`config.mk`:
```
export PLATFORM = sky130hd
export DESIGN_NAME = gated_piso_shift
export DESIGN_NICKNAME = d
export VERILOG_FILES = /design/src/rtl/gated_piso_pkg.sv /design/src/rtl/gated_piso_pin_sync.sv /design/src/rtl/gated_piso_edge.sv /design/src/rtl/gated_piso_chain.sv /design/src/rtl/gated_piso_shift.sv
export SDC_FILE = /design/constraint.sdc
export NUM_CORES = 1
export LEC_CHECK = 0
export BUFFER_PORTS_ARGS = -buffer_cell sky130_fd_sc_hd__buf_2
export CELL_PAD_IN_SITES_DETAIL_PLACEMENT = 1
export CELL_PAD_IN_SITES_GLOBAL_PLACEMENT = 2
export CORE_MARGIN = 4
export CORE_UTILIZATION = 24
export DETAILED_ROUTE_END_ITERATION = 10
export MAX_ROUTING_LAYER = met4
export PLACE_DENSITY = 0.78
export SYNTH_ARGS = -nofsm -noshare
export SYNTH_HDL_FRONTEND = slang
export SYNTH_SLANG_ARGS = --single-unit
```
`constraint.sdc`:
```
create_clock -name clk -period 1.3 [get_ports clk]
set_clock_uncertainty 0.15 [all_clocks]
set_input_delay 0.195 -clock clk [delete_from_list [all_inputs] [get_ports clk]]
set_output_delay 0.195 -clock clk [all_outputs]
set_load 0.005 [all_outputs]
```
`src/rtl/gated_piso_pkg.sv`:
```
package gated_piso_pkg;
  typedef enum logic [1:0] {
    CHAIN_HOLD  = 2'd0,
    CHAIN_LOAD  = 2'd1,
    CHAIN_SHIFT = 2'd2
  } chain_op_e;
endpackage

```
`src/rtl/gated_piso_pin_sync.sv`:
```
module gated_piso_pin_sync #(
  parameter int  DEPTH     = 2,
  parameter logic RESET_VAL = 1'b1
) (
  input  logic clk,
  input  logic rst,
  input  logic pin_in,
  output logic pin_sync
);
  logic [DEPTH-1:0] sr;

  always_ff @(posedge clk) begin
    if (rst) sr <= {DEPTH{RESET_VAL}};
    else     sr <= {sr[DEPTH-2:0], pin_in};
  end

  assign pin_sync = sr[DEPTH-1];
endmodule

```
`src/rtl/gated_piso_edge.sv`:
```
module gated_piso_edge (
  input  logic clk,
  input  logic rst,
  input  logic pin_a_s,
  input  logic pin_b_s,
  output logic fire
);
  logic gated;
  logic gated_prev;

  // NOR of the pins is the internal clock; its falling edge equals a
  // rising edge of the OR, so the OR is tracked directly.
  assign gated = pin_a_s | pin_b_s;

  always_ff @(posedge clk) begin
    if (rst) gated_prev <= 1'b1;
    else     gated_prev <= gated;
  end

  assign fire = gated & ~gated_prev;
endmodule

```
`src/rtl/gated_piso_chain.sv`:
```
module gated_piso_chain
  import gated_piso_pkg::*;
#(
  parameter int STAGES = 8
) (
  input  logic              clk,
  input  logic              rst,
  input  chain_op_e         op,
  input  logic              ser_in,
  input  logic [STAGES-1:0] par_in,
  output logic [STAGES-1:0] stage_q,
  output logic              q_last,
  output logic              q_last_n
);
  localparam int LAST = STAGES - 1;

  logic [STAGES-1:0] stage_d;

  always_comb begin
    unique case (op)
      CHAIN_LOAD:  stage_d = par_in;
      CHAIN_SHIFT: stage_d = {stage_q[LAST-1:0], ser_in};
      default:     stage_d = stage_q;
    endcase
  end

  always_ff @(posedge clk) begin
    if (rst) begin
      stage_q  <= '0;
      q_last   <= 1'b0;
      q_last_n <= 1'b1;
    end else begin
      stage_q  <= stage_d;
      q_last   <= stage_d[LAST];
      q_last_n <= ~stage_d[LAST];
    end
  end
endmodule

```
`src/rtl/gated_piso_shift.sv`:
```
module gated_piso_shift
  import gated_piso_pkg::*;
#(
  parameter int STAGES     = 8,
  parameter int SYNC_DEPTH = 2
) (
  input  logic              clk,
  input  logic              rst,
  input  logic              clk_pin_a,
  input  logic              clk_pin_b,
  input  logic              load_n,
  input  logic              ser_in,
  input  logic [STAGES-1:0] par_in,
  output logic              q_last,
  output logic              q_last_n
);
  localparam int NUM_PINS = 2;

  logic [NUM_PINS-1:0] pins_raw;
  logic [NUM_PINS-1:0] pins_s;
  logic                pin_a_s;
  logic                pin_b_s;
  logic                shift_fire;
  logic [STAGES-1:0]   stage_q;
  chain_op_e           op;

  assign pins_raw = {clk_pin_b, clk_pin_a};

  for (genvar p = 0; p < NUM_PINS; p++) begin : g_sync
    gated_piso_pin_sync #(.DEPTH(SYNC_DEPTH), .RESET_VAL(1'b1)) u_sync (
      .clk      (clk),
      .rst      (rst),
      .pin_in   (pins_raw[p]),
      .pin_sync (pins_s[p])
    );
  end

  assign pin_a_s = pins_s[0];
  assign pin_b_s = pins_s[1];

  gated_piso_edge u_edge (
    .clk     (clk),
    .rst     (rst),
    .pin_a_s (pin_a_s),
    .pin_b_s (pin_b_s),
    .fire    (shift_fire)
  );

  always_comb begin
    if (!load_n)         op = CHAIN_LOAD;
    else if (shift_fire) op = CHAIN_SHIFT;
    else                 op = CHAIN_HOLD;
  end

  gated_piso_chain #(.STAGES(STAGES)) u_chain (
    .clk      (clk),
    .rst      (rst),
    .op       (op),
    .ser_in   (ser_in),
    .par_in   (par_in),
    .stage_q  (stage_q),
    .q_last   (q_last),
    .q_last_n (q_last_n)
  );
endmodule

```
==> qor.yml <==
antenna_found_initial: 0
rr_worst_depth: 4
dieHeight_um: 55.0
status: "finished clean"
min_to: "u_chain.stage_q[5]$_SDFFE_PP0P_"
r2r_start: "g_sync[1].u_sync.sr[1]$_SDFF_PP1_"
path_clk_slew_ns: 0.08
max_freq_mhz: 810
synth_fa_ha_area_frac: 0
hold_ws_ns: 0.0390
drt_iter0_drc: 1
path_class: "reg2reg"
avgSynthCellArea_um2: 9.15
synth_top_area_share: 0.528
seqCellArea_um2: 280
synth_area_leaders: "dfxtp_1 53%, a311oi_1 13%, nand2_1 11%"
fp.dieW_um: 55.0
grt.overflow.total: 0
vdd_drop_max_uv: 398
yosys_warnings: 0
post_drt_wl_per_cell_um: 11.8
cts_buffers: 3
nets: 92
grt_max_degree: 18
rrSetupSlack_ns: 0.07
track_usage: 0.0968
postCtsSetupBuffers: 0
place_hpwl_um: 834
powerDensity_nw_per_um2: 1120
grt_pass1_vias: 442
fin_cells: 103
cts_num_sinks: 14
cts_root_buffer: "clkbuf_4"
whs_path_depth: 3
path_max_fanout: 7
ant_nets: 0
htree_num_levels: 1
via_count: 455
dieArea_um2: 3030
core_um2: 2020
timing.final.crit_period_ns: 1.23
maxCapViolCount: 0
diodes: 0
clockBufferDepth: 2
r2r-end: "u_chain.stage_q[3]$_SDFFE_PP0P_"
cp.arrival_ns: 1.26
crit_required_ns: 1.33
firstDrtPassIters: 4
cp-start-kind: "flop"
design_area_um2: 701
hold_path_class: "in2reg"
placed_cell_area_um2: 629
setup_viol: 0
endpoint_kind: "flop"
fin_tns_setup_ns: 0
vias_per_cell: 4.42
synth_cell_types: 13
fillers: 237
swShare: 0.229
p_seq_frac: 0.596
io_buffers: 15
yosysSeqAreaShare: 0.528
synthSimpleGateAreaFrac: 0.233
clkLatencyLatePin_ns: 0.27
leakage_nw: 0.272
total_power_mw: 0.783
synth_top_family_by_area: "simple AND/OR/NAND/NOR gates"
area.growth.synth_to_final_pct: 32.1
hold_viol_final: 0
power.share.clock: 0.300
syn_nets: 72
placed_cells: 98
cts_tree: "yes"
yosys_register_bits: 14
synth_compound_area_frac: 0.191
p_switching_mw: 0.179
multi_input_area_um2: 250
syn_area_um2: 531
row_count: 16
hold_start: "par_in[5]"
totalWireLength_um: 1210
yosysTopAreaCell: "dfxtp_1"
pin_count: 16
worst_pin_slew_ns: 0.310
maxSlewHeadroom: 0.793
syn_inst: 58
synth-xor-area-share: 0
drc: 0
post-route-period-util: 0.950
power_frac_comb: 0.104
start_util: 0.262
muxShareOfSynthArea: 0
drv_slew: 0
gp_congestion: 0.728
drive_gt1_frac: 0.395
grt_pass1_wl_um: 1930
p_int_mw: 0.604
flip-flops by register name, indices dropped and copies added (netlist names), named ones only:
name               flops
u_chain.q_last_n       1
u_edge.gated_prev      1
u_chain.stage_q        7
g_sync.u_sync.sr       4
synth_stat cells:
cell and count:
o21bai_2 1, nand2_1 15, nand2_2 1, dfxtp_1 14, o21ba_1 1, a311o_1 1, buf_6 1, or3_1 1
a311oi_1 8, clkbuf_1 1, nor2_1 8, buf_2 2, or2_2 4
timing repair:
action | CTS | global route
resized for setup | 0 | 6
hold buffers | 2 | 0
endpoints found under the hold margin | 2 | 0
setup endpoints to repair | 0 | 7
kinds of logic after synthesis:
kind of cell | Yosys count
simple gates | 29
buf+inv | 4
compound gates | 11
flops | 14
final cells by class:
cell class | count | share of cell area
Sequential cell | 14 | 0.400
Multi-Input combinational cell | 40 | 0.357
Timing Repair Buffer | 19 | 0.162
Tap cell | 27 | 0.0482
Clock buffer | 3 | 0.0321
layout by cell type, fill, tap and decap left out:
| master | n |
|---|---|
| buf_6 | 1 |
| or2_2 | 4 |
| a311oi_2 | 3 |
| o21bai_2 | 1 |
| buf_4 | 1 |
| o21ba_4 | 1 |
| clkbuf_4 | 3 |
| a311oi_1 | 5 |
| or3_1 | 1 |
| nand2_2 | 1 |
| nand2_1 | 15 |
| dlygate4sd3_1 | 2 |
| a311o_1 | 1 |
| dfxtp_1 | 14 |
| nor2_1 | 8 |
| buf_2 | 15 |
worst max-delay path by stage:
stage	from	endpoint	slack, ns	cells after the start
final	g_sync[1].u_sync.sr[1]$_SDFF_PP1_	u_chain.stage_q[3]$_SDFFE_PP0P_	0.07	4
after floorplan	u_edge.gated_prev$_SDFF_PP1_	u_chain.q_last_n$_SDFF_PP1_	0.05	4
after global routing	g_sync[1].u_sync.sr[1]$_SDFF_PP1_	u_chain.stage_q[6]$_SDFFE_PP0P_	-0.006	4
after CTS	u_edge.gated_prev$_SDFF_PP1_	u_chain.stage_q[6]$_SDFFE_PP0P_	0.01	4
after detailed placement	u_edge.gated_prev$_SDFF_PP1_	u_chain.stage_q[6]$_SDFFE_PP0P_	0.03	4
after global placement	u_edge.gated_prev$_SDFF_PP1_	u_chain.stage_q[2]$_SDFFE_PP0P_	0.09	4
critical path, stage by stage, from the launching register on:
cell	delay, ns
dfxtp_1	0.34
o21bai_2	0.16
buf_4	0.17
nand2_1	0.06
a311oi_1	0.26
power by group through the flow:
stage	combinational [mW]	clock, mW	sequential [mW]
2_1_floorplan	0.0410	0	0.474
3_3_place_gp	0.0691	0	0.477
3_5_place_dp	0.0713	0	0.477
4_1_cts	0.0760	0.249	0.467
5_1_grt	0.0935	0.270	0.470
6_report	0.0815	0.235	0.467
stage by stage:
stage | util | setup WS (ns)
final | 0.347 | 0.0652
after global routing | 0.347 | -0.00582
after CTS | 0.332 | 0.0113
after detailed placement | 0.311 | 0.0262
after global placement | 0.311 | 0.0950
after floorplan | - | 0.0509
metal layers:
layer | up-vias | track usage | wire length, um | part of all wire
met3 | 0 | 0.0322 | 55 | 0.045
met5 | - | - | 0 | 0
li1 | 238 | - | - | -
met2 | 9 | 0.144 | 581 | 0.48
met1 | 208 | 0.112 | 577 | 0.48
met4 | 0 | 0.0607 | 0 | 0
No activity file was read; power rests on OpenSTA's default activity.
